**src/rtl/dllseq_pkg.sv**
```systemverilog
package dllseq_pkg;

  typedef enum logic [1:0] {
    FLT_NONE = 2'd0,
    FLT_SLOW = 2'd1,
    FLT_STOP = 2'd2,
    FLT_OFF  = 2'd3
  } fault_e;

  // reference cycles that cover the stop gap, rounded up
  function automatic int gap_cycles(input int ref_ps, input int gap_ns);
    return (gap_ns * 1000 + ref_ps - 1) / ref_ps;
  endfunction

  // longest acceptable input period in whole reference cycles
  function automatic int slow_cycles(input int ref_ps, input int fmin_mhz);
    return (1000000 / fmin_mhz) / ref_ps;
  endfunction

  function automatic int max2(input int a, input int b);
    return (a > b) ? a : b;
  endfunction

endpackage

```
**src/rtl/dllseq_rst_sync.sv**
```systemverilog
module dllseq_rst_sync #(
  parameter int STAGES = 2
) (
  input  logic clk_i,
  input  logic rst_ni,
  output logic rst_no
);
  logic [STAGES-1:0] sync_q;

  always_ff @(posedge clk_i or negedge rst_ni) begin
    if (!rst_ni) sync_q <= '0;
    else         sync_q <= {sync_q[STAGES-2:0], 1'b1};
  end

  assign rst_no = sync_q[STAGES-1];
endmodule

```
**src/rtl/dllseq_gap_mon.sv**
```systemverilog
module dllseq_gap_mon
  import dllseq_pkg::*;
#(
  parameter int GAP_LIM  = 8,
  parameter int SLOW_LIM = 3
) (
  input  logic   clk_i,
  input  logic   rst_ni,
  input  logic   en_i,
  input  logic   kedge_i,
  output fault_e fault_o,
  output logic   good_o
);
  localparam int SAT = max2(GAP_LIM, SLOW_LIM);
  localparam int SW  = $clog2(SAT + 1);
  localparam logic [SW-1:0] SAT_V  = SW'(SAT);
  localparam logic [SW-1:0] SLOW_V = SW'(SLOW_LIM);
  localparam logic [SW-1:0] STOP_V = SW'(GAP_LIM - 1);

  logic [SW-1:0] since_q, since_d;
  logic          since_en;

  // cycles since the last event, saturating; held saturated while off
  always_comb begin
    since_en = !en_i || kedge_i || (since_q != SAT_V);
    if (!en_i)        since_d = SAT_V;
    else if (kedge_i) since_d = '0;
    else              since_d = since_q + 1'b1;
  end

  always_ff @(posedge clk_i or negedge rst_ni) begin
    if (!rst_ni)       since_q <= SAT_V;
    else if (since_en) since_q <= since_d;
  end

  always_comb begin
    if (!en_i)                              fault_o = FLT_OFF;
    else if (kedge_i && since_q >= SLOW_V)  fault_o = FLT_SLOW;
    else if (!kedge_i && since_q >= STOP_V) fault_o = FLT_STOP;
    else                                    fault_o = FLT_NONE;
    good_o = en_i && kedge_i && (since_q < SLOW_V);
  end
endmodule

```
**src/rtl/dllseq_lock_ctr.sv**
```systemverilog
module dllseq_lock_ctr
  import dllseq_pkg::*;
#(
  parameter int LOCK_CYCLES = 1024
) (
  input  logic   clk_i,
  input  logic   rst_ni,
  input  fault_e fault_i,
  input  logic   good_i,
  output logic   locked_o
);
  localparam int CW = $clog2(LOCK_CYCLES + 1);
  localparam logic [CW-1:0] LAST_V = CW'(LOCK_CYCLES - 1);
  localparam logic [CW-1:0] FULL_V = CW'(LOCK_CYCLES);

  logic [CW-1:0] cnt_q, cnt_d;
  logic          cnt_en, lock_en, lock_d, lock_q, flt;

  always_comb begin
    flt     = (fault_i != FLT_NONE);
    cnt_en  = flt || (good_i && cnt_q != FULL_V);
    cnt_d   = flt ? '0 : cnt_q + 1'b1;
    lock_en = flt || (good_i && cnt_q == LAST_V);
    lock_d  = !flt;
  end

  always_ff @(posedge clk_i or negedge rst_ni) begin
    if (!rst_ni) begin
      cnt_q  <= '0;
      lock_q <= 1'b0;
    end else begin
      if (cnt_en)  cnt_q  <= cnt_d;
      if (lock_en) lock_q <= lock_d;
    end
  end

  assign locked_o = lock_q;
endmodule

```
**src/rtl/dllseq_zq_timer.sv**
```systemverilog
module dllseq_zq_timer #(
  parameter int INTERVAL = 1024
) (
  input  logic clk_i,
  input  logic rst_ni,
  output logic upd_o
);
  localparam int ZW = $clog2(INTERVAL);
  localparam logic [ZW-1:0] LAST_V = ZW'(INTERVAL - 1);

  logic [ZW-1:0] cnt_q, cnt_d;
  logic          wrap, upd_q;

  always_comb begin
    wrap  = (cnt_q == LAST_V);
    cnt_d = wrap ? '0 : cnt_q + 1'b1;
  end

  always_ff @(posedge clk_i or negedge rst_ni) begin
    if (!rst_ni) begin
      cnt_q <= '0;
      upd_q <= 1'b0;
    end else begin
      cnt_q <= cnt_d;
      upd_q <= wrap;
    end
  end

  assign upd_o = upd_q;
endmodule

```
**src/rtl/dllseq_top.sv**
```systemverilog
module dllseq_top
  import dllseq_pkg::*;
#(
  parameter int REF_PERIOD_PS = 4000,
  parameter int GAP_NS        = 30,
  parameter int MIN_FREQ_MHZ  = 80,
  parameter int LOCK_CYCLES   = 1024,
  parameter int ZQ_INTERVAL   = 1024
) (
  input  logic clk_ref_i,
  input  logic rst_ni,
  input  logic kedge_i,
  input  logic dll_on_i,
  output logic locked_o,
  output logic zq_upd_o
);
  localparam int GAP_LIM  = gap_cycles(REF_PERIOD_PS, GAP_NS);
  localparam int SLOW_LIM = slow_cycles(REF_PERIOD_PS, MIN_FREQ_MHZ);

  logic   rst_sync_n;
  fault_e fault;
  logic   good;

  dllseq_rst_sync #(.STAGES(2)) u_rst (
    .clk_i (clk_ref_i),
    .rst_ni(rst_ni),
    .rst_no(rst_sync_n)
  );

  dllseq_gap_mon #(.GAP_LIM(GAP_LIM), .SLOW_LIM(SLOW_LIM)) u_gap (
    .clk_i  (clk_ref_i),
    .rst_ni (rst_sync_n),
    .en_i   (dll_on_i),
    .kedge_i(kedge_i),
    .fault_o(fault),
    .good_o (good)
  );

  dllseq_lock_ctr #(.LOCK_CYCLES(LOCK_CYCLES)) u_lock (
    .clk_i   (clk_ref_i),
    .rst_ni  (rst_sync_n),
    .fault_i (fault),
    .good_i  (good),
    .locked_o(locked_o)
  );

  dllseq_zq_timer #(.INTERVAL(ZQ_INTERVAL)) u_zq (
    .clk_i (clk_ref_i),
    .rst_ni(rst_sync_n),
    .upd_o (zq_upd_o)
  );
endmodule

```
**config.mk**
```make
export PLATFORM = sky130hd
export DESIGN_NAME = dllseq_top
export DESIGN_NICKNAME = d
export VERILOG_FILES = /design/src/rtl/dllseq_pkg.sv /design/src/rtl/dllseq_rst_sync.sv /design/src/rtl/dllseq_gap_mon.sv /design/src/rtl/dllseq_lock_ctr.sv /design/src/rtl/dllseq_zq_timer.sv /design/src/rtl/dllseq_top.sv
export SDC_FILE = /design/constraint.sdc
export NUM_CORES = 1
export LEC_CHECK = 0
export ABC_CLOCK_PERIOD_IN_PS = 850
export BUFFER_PORTS_ARGS = -buffer_cell sky130_fd_sc_hd__buf_2
export CAP_MARGIN = 20
export CORE_MARGIN = 2
export CORE_UTILIZATION = 53
export CTS_CLUSTER_DIAMETER = 40
export DETAILED_ROUTE_END_ITERATION = 16
export MAX_ROUTING_LAYER = met4
export PLACE_DENSITY = 0.73
export SETUP_SLACK_MARGIN = 0.02
export SLEW_MARGIN = 0
export SYNTH_ARGS = -nofsm -noshare
export SYNTH_HDL_FRONTEND = slang
export SYNTH_SLANG_ARGS = --single-unit
```
**constraint.sdc**
```tcl
create_clock -name clk_ref_i -period 0.85 [get_ports clk_ref_i]
set_input_delay 0.0425 -clock clk_ref_i [delete_from_list [all_inputs] [get_ports clk_ref_i]]
set_output_delay 0.0425 -clock clk_ref_i [all_outputs]
set_load 0.05 [all_outputs]
```
Word level (Yosys, flattened, before mapping) --
Cells that the tools add are included. Widths: inputs -> output; s select.
Storage, ports and cells: flip-flop bits (word level) 29, output and inout bits 2, input bits 4, logic and storage cells 37
Operators by class: reduce and logical (&&, ||, !) cells 14, mux-type cells 7, equal/unequal tests 4, $add $sub $neg 3, order comparisons 3
Operator list (count):
- $add 11x1->11 const B | 1
- $eq 11x10->1 const B | 1
- $mux 11 | 1
- $ne 11x11->1 const B | 1
- $add 10x1->10 const B | 1
- $eq 10x10->1 const B | 1
- $mux 10 | 1
- $mux 4 | 2
- $logic_and 1x1->1 | 6
- $mux 2 | 3
- $add 4x1->4 const B | 1
- $ge 4x2->1 const B | 1
- $ge 4x3->1 const B | 1
- $logic_or 1x1->1 | 4
- $lt 4x2->1 const B | 1
- $ne 4x4->1 const B | 1
- $logic_not 1->1 | 3
- $reduce_bool 2->1 | 1

Longest topological paths before layout --
Gate-level depths: netlist of run 1.
depth after elaboration 7, gate-level depth with buffers 6, mapped depth without buffers 6

Cells and area by module --
From an unflattened synthesis of run 1, not the netlist that was laid out.
Second synthesis, totals: cell total of the unflattened synthesis 140, area, all modules 1458.9 µm²
By module, submodules not included:
- dllseq_lock_ctr | area an instance 658.1 µm², sequential area each 300.3 µm², cells an instance 68, times used 1
- dllseq_zq_timer | area an instance 498.0 µm², sequential area each 275.3 µm², cells an instance 43, times used 1
- dllseq_gap_mon | area an instance 249.0 µm², sequential area each 101.3 µm², cells an instance 26, times used 1
- dllseq_rst_sync | area an instance 53.8 µm², sequential area each 50.0 µm², cells an instance 3, times used 1

Least setup slack after synthesis of run 1 --
No wires, ideal clock.
path type reg2reg, from register u_gap.since_q[0], to register u_lock.cnt_q[10], period minus slack after synthesis 1850 ps, slack -1000 ps, setup time 77 ps, cell stages (with the launch flop) 6, buffers on the path 0, data arrival time 1772 ps, data required time 773 ps, path through dfrtp_1 > ha_1 > nor4b_4 > nand4_2 > or4_4 > a21oi_1
On the way: cells in the longest elaborated chain, start to end 7, elaborated cells on any way between the ends 13, those cells by class order compare (3); mux (4); reduce/logical (6)
Ends and longest elaborated chain:
- start: declaration | line dllseq_gap_mon.sv:20 | logic [SW-1:0] since_q, since_d;
- start signal: assignment | line dllseq_gap_mon.sv:33 | else if (since_en) since_q <= since_d;
- $ge 4x3->1 | line dllseq_gap_mon.sv:39 | else if (!kedge_i && since_q >= STOP_V) fault_o = FLT_STOP;
- $logic_and 1x1->1 | line dllseq_gap_mon.sv:39
- $mux 2 | line dllseq_gap_mon.sv:39
- $mux 2 | line dllseq_gap_mon.sv:38 | else if (kedge_i && since_q >= SLOW_V) fault_o = FLT_SLOW;
- $mux 2 | line dllseq_gap_mon.sv:37 | if (!en_i) fault_o = FLT_OFF;
- $reduce_bool 2->1 | line dllseq_lock_ctr.sv:20 | flt = (fault_i != FLT_NONE);
- $mux 11 or $logic_or 1x1->1 (tied branches) | line dllseq_lock_ctr.sv:22, dllseq_lock_ctr.sv:21
- end signal: assignment | line dllseq_lock_ctr.sv:32 | if (cnt_en) cnt_q <= cnt_d;
- end: declaration | line dllseq_lock_ctr.sv:16 | logic [CW-1:0] cnt_q, cnt_d;
Parallel ways exist; a longest one is shown, timed or not. A chain may end at the register's enable or synchronous reset.

Worst setup path after layout of run 1 --
from register u_gap.since_q[1], to register u_lock.cnt_q[10]
The elaborated chain is that of the path after synthesis.

==> results of run 1 <==
how the worst max path moves through the flow:
stage | start | end | slack [ps] | cells past startpoint
after floorplan | u_gap.since_q[0] | u_lock.cnt_q[10] | -920 | 5
after global placement | u_gap.since_q[1] | u_lock.cnt_q[10] | -880 | 5
after detailed placement | u_gap.since_q[1] | u_lock.cnt_q[9] | -970 | 5
after CTS | u_gap.since_q[1] | u_lock.cnt_q[10] | -880 | 6
after global routing | u_gap.since_q[0] | u_lock.cnt_q[9] | -1070 | 6
final | u_gap.since_q[1] | u_lock.cnt_q[10] | -1020 | 6
worst max-delay path: stages, from the launching register on:
cell     delay [ps]
dfrtp_1         440
ha_4            210
nor4b_4         270
buf_4           180
nand4_4         120
or4_4           460
a21oi_2         120
logic make-up after synthesis:
group,Yosys count
xor+xnor,10
simple gates,58
buf+inv,9
mux,2
compound gates,22
fa+ha+maj,6
flops,29
other cells,1
synthesized netlist by cell type:
library cell,count
o21ai_0,6
clkbuf_1,3
xnor2_1,5
nor2_1,10
nor2b_1,2
or4_4,1
and4_1,2
conb_1,1
nand2b_1,3
nand4_2,1
dfstp_2,1
or3b_2,1
a211oi_1,2
o31ai_1,2
or3_1,3
a31o_2,2
or4_1,1
and3_1,2
nor4_1,3
nand2_1,12
mux2i_1,2
nor3b_1,1
maj3_1,1
or2_2,3
nand4_1,2
dfrtp_1,28
a21oi_1,6
ha_1,5
o211ai_1,2
a22o_1,1
nand3b_1,1
inv_1,6
nand3_1,8
nor4b_4,1
and2_1,1
o21bai_1,1
xor2_1,5
placed cells by master, fill, tap and decap left out, types with 3 or more instances in the layout:
cell type | Yosys | final
nand2b_1 | 3 | 3
nand2_1 | 12 | 8
xnor2_1 | 5 | 3
buf_6 | 0 | 7
buf_2 | 0 | 3
nand3_1 | 8 | 7
nor2_2 | 0 | 4
a21oi_2 | 0 | 5
o21ai_1 | 0 | 4
dfrtp_1 | 28 | 27
xor2_1 | 5 | 4
nor2_1 | 10 | 5
buf_4 | 0 | 43
inv_1 | 6 | 5
clkbuf_4 | 0 | 5
metal layers:
metal / up-vias / share of wire / track usage / wire length (um)
met4: 0 / 0.046 / 0.125 / 214
met3: 21 / 0.054 / 0.0651 / 250
li1: 606 / - / - / -
met2: 67 / 0.49 / 0.415 / 2290
met5: - / 0 / - / 0
met1: 679 / 0.41 / 0.304 / 1890
state kept, by name, indices dropped and copies added (netlist names):
name and flops:
u_gap.since_q 4, u_lock.cnt_q 11, u_lock.locked_o 1, u_rst.sync_q 2
u_zq.cnt_q 10, u_zq.upd_o 1
repair_timing:
| action | 4_1_cts | 5_1_grt |
|---|---|---|
| hold buffers | 2 | 0 |
| endpoints found under the setup margin | 29 | 29 |
| gates cloned | 1 | 0 |
| gates resized for setup | 22 | 17 |
| pin swaps | 10 | 7 |
| endpoints found under the hold margin | 3 | 0 |
| setup buffers | 5 | 3 |
stage by stage:
step	hold WS (ps)	cells
after floorplan	-253	137
after global placement	-173	210
after detailed placement	-172	210
after CTS	22.7	225
after global routing	28.5	228
final	22.8	228
power by group through the flow:
stage / registers, mW / clock network [mW] / logic [mW]
after floorplan: 1.46 / 0 / 0.0761
after global placement: 1.44 / 0 / 0.175
after detailed placement: 1.44 / 0 / 0.184
after CTS: 1.42 / 0.873 / 0.229
after global routing: 1.42 / 0.918 / 0.276
final: 1.42 / 0.883 / 0.256
cell type report:
type / instances / area (um^2) / share of cell area
clock buffer: 7 / 55.1 / 0.0254
inverter: 6 / 22.5 / 0.0104
multi-input combinational: 100 / 868 / 0.400
sequential: 29 / 728 / 0.336
tap: 30 / 37.5 / 0.0173
timing repair buffer: 56 / 457 / 0.211
==> run_results.csv, run 1 <==
group,metric,value,unit
grt,antenna_found_initial,0,
finish,layout-drive-gt1-share,0.520,
critical_path,reg2reg_slack,-1020,ps
die,dieArea,3110,um^2
sta,setup-violations-final,29,
clock_tree,clk_path_buf_depth,2,
placed_design,detailedPlace.worstSlack,-968,ps
critical_path,cp.required,1120,ps
critical_path,reg2reg_to,"u_lock.cnt_q[10]",
synth,ys_warn_count,0,
finish,finalInstanceArea,2170,um^2
synth,synth_top_family_by_area,"simple AND/OR/NAND/NOR gates",
sta,rsz0062_at_grt,"yes",
power_and_ir_drop,switching_share,0.251,
grt,grt_use_total,0.259,
power_and_ir_drop,p_seq_frac,0.555,
finish,finalNetCount,207,
sta,finalHoldViolCount,0,
synth,synth_mux_area_frac,0.0141,
die,start_util,0.569,
critical_path,crit_path_end_kind,"register",
die,die_h,55.8,um
die,core_area,2500,um^2
critical_path,worst-path-max-fanout,5,
power_and_ir_drop,p_leak,0.995,nW
sta,finalSetupTns,-17250,ps
clock_tree,htreeDepth,2,
placed_design,portBuffers,5,
placed_design,dp_hpwl,2340,um
synth,yosys_register_bits,29,
clock_tree,cts-root-buf,"clkbuf_4",
synth,synthSimpleGateAreaFrac,0.238,
route,avgViaCountPerCell,6.02,
sta,min_period,1870,ps
power_and_ir_drop,cell_internal_pwr,1.92,mW
die,dieWidth,55.8,um
sta,slew_violations,0,
synth,synth.cell_area,1420,um^2
synth,yosys.area_share.adder,0.0511,
route,dr.first_iter.drc_count,83,
run_status,outcome,"complete, but fails checks",
route,drt_first_pass_iters,4,
synth,netlist.area_leader.share,0.493,
critical_path,start_kind,"register",
clock_tree,clk_latency,340,ps
finish,n_antenna_cell,0,
power_and_ir_drop,vdd_drop_max,1700,uV
power_and_ir_drop,p_clk_frac,0.345,
synth,synthTopCellsByArea,"dfrtp_1 49%, ha_1 4.4%, nand2_1 3.2%",
sta,min_period_over_period,2.20,
critical_path,reg2reg_depth,6,
critical_path,crit_arrival,2140,ps
sta,final.setup.worst_slack,-1020,ps
synth,synth_cells,137,
synth,syn_nets,146,
synth,post-synth-top-area-cell,"dfrtp_1",
power_and_ir_drop,power.total,2.56,mW
die,row_count,18,
clock_tree,cts_made_buffers,5,
grt,grt_pass1_wl,5940,um
critical_path,reg2reg_from,"u_gap.since_q[1]",
synth,synth_compound_area_frac,0.0977,
grt,grt_max_degree,14,
clock_tree,cts_sinks,29,
clock_tree,clk_pin_slew,100,ps
finish,nFillCells,114,
sta,fmax,536,MHz
synth,yosysSeqAreaShare,0.511,
route,vias,1373,
placed_design,placed_area,1870,um^2
grt,overflow,0,
sta,clock_skew,17.4,ps
min_path,hold_path.class,"input port to asynchronous set/reset pin",
power_and_ir_drop,switching_power,0.643,mW
power_and_ir_drop,combPwrFrac,0.100,
critical_path,crit_type,"register to register",
route,wl_per_cell,20.4,um
placed_design,routabilityCongestion,0.854,
synth,synth_cell_types,37,
job,maxCapViolCount,0,
synth,avgSynthCellArea,10.4,um^2
route,drc_errors,0,
power_and_ir_drop,powerDensity,1180,nW/um^2
finish,fin_util,0.867,
run_status,violations,"setup timing",
die,ios,6,
finish,syn_to_final_growth,52.6,%
synth,synth-xor-area-share,0.0616,
grt,grt_pass1_vias,1267,
clock_tree,cts_tree,"built",
route,wirelength,4650,um
route,ant_nets,0,
(Power assumes the default switching activity.)
==> inputs of run 2 (changes only) <==
--- a/config.mk
+++ b/config.mk
@@ -9,11 +9,12 @@
 export BUFFER_PORTS_ARGS = -buffer_cell sky130_fd_sc_hd__buf_2
 export CAP_MARGIN = 20
 export CORE_MARGIN = 2
-export CORE_UTILIZATION = 53
+export CORE_UTILIZATION = 56
+export CTS_BUF_LIST = sky130_fd_sc_hd__clkbuf_4
 export CTS_CLUSTER_DIAMETER = 40
 export DETAILED_ROUTE_END_ITERATION = 16
 export MAX_ROUTING_LAYER = met4
-export PLACE_DENSITY = 0.73
+export PLACE_DENSITY = 0.76
 export SETUP_SLACK_MARGIN = 0.02
 export SLEW_MARGIN = 0
 export SYNTH_ARGS = -nofsm -noshare
==> run 2 against run 1 <==
  * The flow still finishes with violations (setup timing)
  * Total power is 0.50% lower
  * Utilization up 4.2 points
  * Combinational power barely moved
  * Sequential power barely moved
  * Critical path depth unchanged
  * Design area up 2.0%
  * Highest routed layer unchanged
  * Critical endpoint unchanged
  * Non-clock buffer count grew 4
  * Global-route usage grew 4.8 points
  * Worst hold slack lost 15 ps
==> run_results.csv, run 2 (same netlist as run 1, synthesis figures left out) <==
group,metric,value,unit
finish,top_regs,"u_lock.cnt_q x11, u_zq.cnt_q x10, u_gap.since_q x4",
route,drc_errors,0,
power_and_ir_drop,cell_internal_pwr,1.87,mW
finish,multi_input_area,880,um^2
run_status,outcome,"complete, but fails checks",
sta,fmax,540,MHz
run_status,violations,"setup timing",
placed_design,detailedPlace.worstSlack,-948,ps
sta,clock_skew,8.54,ps
critical_path,reg2reg_to,"u_lock.cnt_q[10]",
clock_tree,cts_tree,"built",
route,wirelength,4470,um
critical_path,reg2reg_depth,6,
route,wl_per_cell,19.3,um
die,start_util,0.584,
finish,n_antenna_cell,0,
die,ios,6,
placed_design,routabilityCongestion,0.805,
finish,top_register,"u_lock.cnt_q",
clock_tree,clk_path_buf_depth,2,
critical_path,crit_arrival,2140,ps
sta,setup-violations-final,29,
critical_path,cp.required,1140,ps
route,vias,1350,
route,dr_wl_met2,2450,um
critical_path,crit_path_max_incr_delay,450,ps
placed_design,portBuffers,5,
job,maxCapViolCount,0,
power_and_ir_drop,switching_share,0.266,
placed_design,placed_cells,213,
critical_path,start_kind,"register",
grt,grt_pass1_vias,1371,
sta,min_period_over_period,2.18,
clock_tree,cts_sinks,29,
finish,largest_reg_flops,11,
grt,grt_use_total,0.306,
finish,finalNetCount,210,
clock_tree,clk_pin_slew,100,ps
critical_path,crit_slowest_cell,"or4_4",
route,dr.first_iter.drc_count,41,
die,die_h,54.4,um
route,avgViaCountPerCell,5.82,
power_and_ir_drop,p_clk_frac,0.344,
route,routed.top_layer,"met4",
power_and_ir_drop,switching_power,0.676,mW
critical_path,reg2reg_from,"u_gap.since_q[0]",
die,dieArea,2960,um^2
sta,rsz0062_at_grt,"yes",
clock_tree,htreeDepth,2,
power_and_ir_drop,vdd_drop_max,1520,uV
finish,final_cell_mix,"47 x buf_4, 27 x dfrtp_1, 8 x nand2_1",
grt,overflow,0,
grt,grt_pass1_wl,5930,um
die,row_count,18,
sta,finalHoldViolCount,0,
critical_path,worst-path-max-fanout,7,
sta,hold_ws,7.95,ps
grt,grt_max_degree,24,
finish,syn_to_final_growth,55.6,%
finish,layout-drive-gt1-share,0.545,
finish,finalNonFillerCells,232,
sta,final.setup.worst_slack,-1000,ps
critical_path,crit_type,"register to register",
power_and_ir_drop,p_leak,1.02,nW
die,core_area,2430,um^2
min_path,hold_path.class,"input port to asynchronous set/reset pin",
sta,slew_violations,0,
finish,final-seq-area,728,um^2
clock_tree,clk_latency,350,ps
route,routedLengthMet1,1700,um
finish,nFillCells,95,
grt,antenna_found_initial,0,
clock_tree,cts_made_buffers,5,
route,ant_nets,0,
power_and_ir_drop,combPwrFrac,0.100,
route,drt_first_pass_iters,4,
route,wl_met3,163,um
die,dieWidth,54.4,um
placed_design,dp_hpwl,2440,um
finish,layout_commonest_cell,"buf_4",
critical_path,path_cells,"ha_4 > nor4b_4 > buf_4 > nand4_4 > or4_4 > a21oi_2",
critical_path,crit_path_end_kind,"register",
sta,min_period,1850,ps
finish,fin_util,0.909,
power_and_ir_drop,power.total,2.55,mW
power_and_ir_drop,p_seq_frac,0.556,
critical_path,reg2reg_slack,-1000,ps
power_and_ir_drop,powerDensity,1150,nW/um^2
clock_tree,cts-root-buf,"clkbuf_4",
[run 2: cell types whose count changed in the layout (fill, tap and decap cells not counted), sizes merged]
cell,change
clkinv,+2
clkbuf,-1
buf,+4
nand4,-1
[run 2: worst max-delay path, delay by kind of cell, from the launching register on]
| family | cells | cell delay, ps |
|---|---|---|
| AOI/OAI and AO/OA | 1 | 130 |
| adders and majority gates | 1 | 190 |
| DFF | 1 | 440 |
| buffers and inverters | 1 | 170 |
| and+or+nand+nor | 3 | 860 |
[run 2: final cells by class]
type                    instances  area share
repair buffers                 60       0.220
clock inverters                 2     0.00452
inverters                       6      0.0113
multi-input cells              99       0.398
flip-flops and latches         29       0.329
well taps                      30      0.0170
clock buffers                   6      0.0204
[run 2: worst max-delay path by stage]
stage | cells past startpoint | startpoint | slack [ps] | endpoint
after floorplan | 5 | u_gap.since_q[0] | -920 | u_lock.cnt_q[10]
after global placement | 5 | u_gap.since_q[1] | -880 | u_lock.cnt_q[10]
after detailed placement | 5 | u_gap.since_q[1] | -950 | u_lock.cnt_q[10]
after CTS | 6 | u_gap.since_q[0] | -910 | u_lock.cnt_q[4]
after global routing | 6 | u_gap.since_q[0] | -1070 | u_lock.cnt_q[10]
final | 6 | u_gap.since_q[0] | -1000 | u_lock.cnt_q[10]
[run 2: layer usage]
metal,global-route usage,vias up
li1,-,613
met1,0.289,681
met2,0.556,37
met3,0.0738,19
met4,0.183,0
met5,-,-
[run 2: power by group through the flow]
stage	registers, mW	clock network, mW	logic, mW
final	1.42	0.875	0.255
after global routing	1.42	0.940	0.274
after CTS	1.41	0.850	0.218
after detailed placement	1.44	0	0.182
after global placement	1.44	0	0.174
after floorplan	1.46	0	0.0761
[run 2: metrics by stage]
step                area, um^2  TNS, ps
floorplan                 1510   -13050
CTS                       2100   -15380
detailed placement        1890   -15160
global placement          1890   -14080
finish                    2210   -17630
global route              2210   -19200
[run 2: repair_timing]
item                       4_1_cts  5_1_grt
pin swaps                       14       15
hold endpoints to repair         3        0
setup endpoints to repair       29       29
hold buffers                     2        0
gates resized for setup         26       18
buffers inserted                 4        5
==> inputs of run 3 (changes only) <==
--- a/config.mk
+++ b/config.mk
@@ -13,6 +13,7 @@
 export CTS_BUF_LIST = sky130_fd_sc_hd__clkbuf_4
 export CTS_CLUSTER_DIAMETER = 40
 export DETAILED_ROUTE_END_ITERATION = 16
+export HOLD_SLACK_MARGIN = 0.05
 export MAX_ROUTING_LAYER = met4
 export PLACE_DENSITY = 0.76
 export SETUP_SLACK_MARGIN = 0.02
==> constraint.sdc (replaced) <==
create_clock -name clk_ref_i -period 0.85 [get_ports clk_ref_i]
set_input_delay 0.085 -clock clk_ref_i [delete_from_list [all_inputs] [get_ports clk_ref_i]]
set_output_delay 0.085 -clock clk_ref_i [all_outputs]
set_load 0.05 [all_outputs]
==> run 3 against run 2 <==
  * The flow still finishes with violations (setup timing)
  * Register-to-register slack is essentially flat
  * Sequential cell count unchanged
  * Total power is 1.9% higher
  * Die area is the same
  * Clock power rose by 5.3%
  * Final cell count up 0.86%
  * Via count increased by 7.5%
  * Utilization rose by 0.51 points
  * Critical path type unchanged
  * Largest cell class unchanged
  * Largest power group unchanged
==> run_results.csv, run 3 (same netlist as run 1, synthesis figures left out) <==
group,metric,value,unit
run_status,outcome,"complete, but fails checks",
run_status,violations,"setup timing",
critical_path,start_kind,"register",
die,die_h,54.4,um
power_and_ir_drop,vdd_drop_max,1530,uV
power_and_ir_drop,p_clk_frac,0.355,
sta,min_period,1840,ps
route,dr.first_iter.drc_count,49,
route,vias,1451,
job,maxCapViolCount,0,
finish,finalNetCount,212,
critical_path,worst-path-max-fanout,7,
finish,n_antenna_cell,0,
finish,multi_input_area,875,um^2
power_and_ir_drop,powerDensity,1170,nW/um^2
min_path,worstHoldPathCells,3,
die,core_area,2430,um^2
sta,setup-violations-final,29,
grt,antenna_found_initial,0,
die,ios,6,
power_and_ir_drop,switching_power,0.720,mW
sta,min_period_over_period,2.17,
grt,grt_use_total,0.333,
power_and_ir_drop,switching_share,0.278,
finish,top_register,"u_lock.cnt_q",
placed_design,portBuffers,5,
clock_tree,cts_tree,"built",
sta,fmax,543,MHz
finish,final_cell_mix,"47 x buf_4, 27 x dfrtp_1, 8 x nand2_1",
sta,hold_ws,74.6,ps
finish,layout_commonest_cell,"buf_4",
sta,finalHoldViolCount,0,
critical_path,cp.required,1140,ps
die,row_count,18,
grt,overflow,0,
critical_path,reg2reg_depth,6,
power_and_ir_drop,p_leak,1.03,nW
finish,largest_reg_flops,11,
route,ant_nets,0,
route,wirelength,5110,um
route,wl_per_cell,21.9,um
critical_path,crit_type,"register to register",
route,drc_errors,0,
clock_tree,cts_made_buffers,5,
clock_tree,cts_sinks,29,
clock_tree,clk_path_buf_depth,2,
clock_tree,clk_latency,360,ps
die,dieArea,2960,um^2
finish,fin_util,0.915,
sta,final.setup.worst_slack,-993,ps
power_and_ir_drop,combPwrFrac,0.098,
grt,grt_pass1_wl,6400,um
placed_design,dp_hpwl,2440,um
grt,grt_max_degree,24,
sta,finalSetupTns,-17860,ps
sta,rsz0062_at_grt,"yes",
power_and_ir_drop,p_seq_frac,0.547,
route,drt_first_pass_iters,4,
finish,syn_to_final_growth,56.5,%
sta,slew_violations,0,
finish,final-seq-area,728,um^2
clock_tree,clk_pin_slew,110,ps
die,start_util,0.584,
power_and_ir_drop,cell_internal_pwr,1.87,mW
clock_tree,htreeDepth,2,
die,dieWidth,54.4,um
finish,top_regs,"u_lock.cnt_q x11, u_zq.cnt_q x10, u_gap.since_q x4",
placed_design,routabilityCongestion,0.805,
sta,clock_skew,9.68,ps
min_path,hold_path.class,"input port to register",
route,avgViaCountPerCell,6.20,
finish,nFillCells,87,
critical_path,crit_path_end_kind,"register",
critical_path,crit_arrival,2130,ps
grt,grt_pass1_vias,1406,
finish,layout-drive-gt1-share,0.534,
clock_tree,cts-root-buf,"clkbuf_4",
## run 3: changes by cell type in the layout (fill, tap and decap cells not counted)
cell           previous run  this run
nor2_4                    2         3
inv_4                     1         0
nor2_2                    4         3
ha_4                      3         2
inv_1                     5         6
dlygate4sd3_1             2         4
ha_2                      0         1
## run 3: area by class of cell
class / instances / share of cell area
multi-input cells: 99 / 0.393
flip-flops and latches: 29 / 0.327
repair buffers: 62 / 0.228
clock buffers: 6 / 0.0202
well taps: 30 / 0.0169
inverters: 6 / 0.0101
clock inverters: 2 / 0.00450
## run 3: power by group through the flow
| stage | clock network (mW) | registers (mW) | logic, mW |
|---|---|---|---|
| after global placement | 0 | 1.44 | 0.174 |
| final | 0.921 | 1.42 | 0.253 |
| after global routing | 0.958 | 1.42 | 0.276 |
| after detailed placement | 0 | 1.44 | 0.182 |
| after CTS | 0.850 | 1.41 | 0.225 |
| after floorplan | 0 | 1.46 | 0.0761 |
## run 3: per-layer routing
| layer | track usage | part of all wire |
|---|---|---|
| met1 | 0.339 | 0.37 |
| met2 | 0.600 | 0.50 |
| met3 | 0.0765 | 0.072 |
| met4 | 0.154 | 0.062 |
| met5 | - | 0 |
## run 3: path summary, 6_finish.rpt
check,from,endpoint,slack (ps)
worst max-delay path,u_gap.since_q[0],u_lock.cnt_q[10],-990
worst min-delay path,kedge_i,u_gap.since_q[3],70
worst max register to register,u_gap.since_q[0],u_lock.cnt_q[10],-990
worst min register to register,u_rst.sync_q[1],u_gap.since_q[2],100
max in group asynchronous,rst_ni,u_rst.sync_q[0],160
min in group asynchronous,u_rst.sync_q[1],u_gap.since_q[2],100
## run 3: stage by stage
step	setup WS (ps)	power, mW	instances	area (um^2)
4_1_cts	-912	2.49	229	2120
6_report	-993	2.59	234	2220
3_5_place_dp	-948	1.62	213	1890
5_1_grt	-1050	2.65	234	2220
2_1_floorplan	-921	1.53	137	1510
3_3_place_gp	-881	1.61	213	1890
## run 3: worst max-delay path, stage by stage (launching register included)
cell and delay, ps:
dfrtp_1 440, ha_4 200, nor4b_4 250, buf_4 170
nand4_4 130, or4_4 460, a21oi_2 130
## run 3: timing repair
action | 4_1_cts | 5_1_grt
setup endpoints to repair | 29 | 29
endpoints found under the hold margin | 3 | 0
gates resized for setup | 26 | 16
buffers inserted | 4 | 5
hold buffers | 4 | 0
pin swaps | 14 | 14
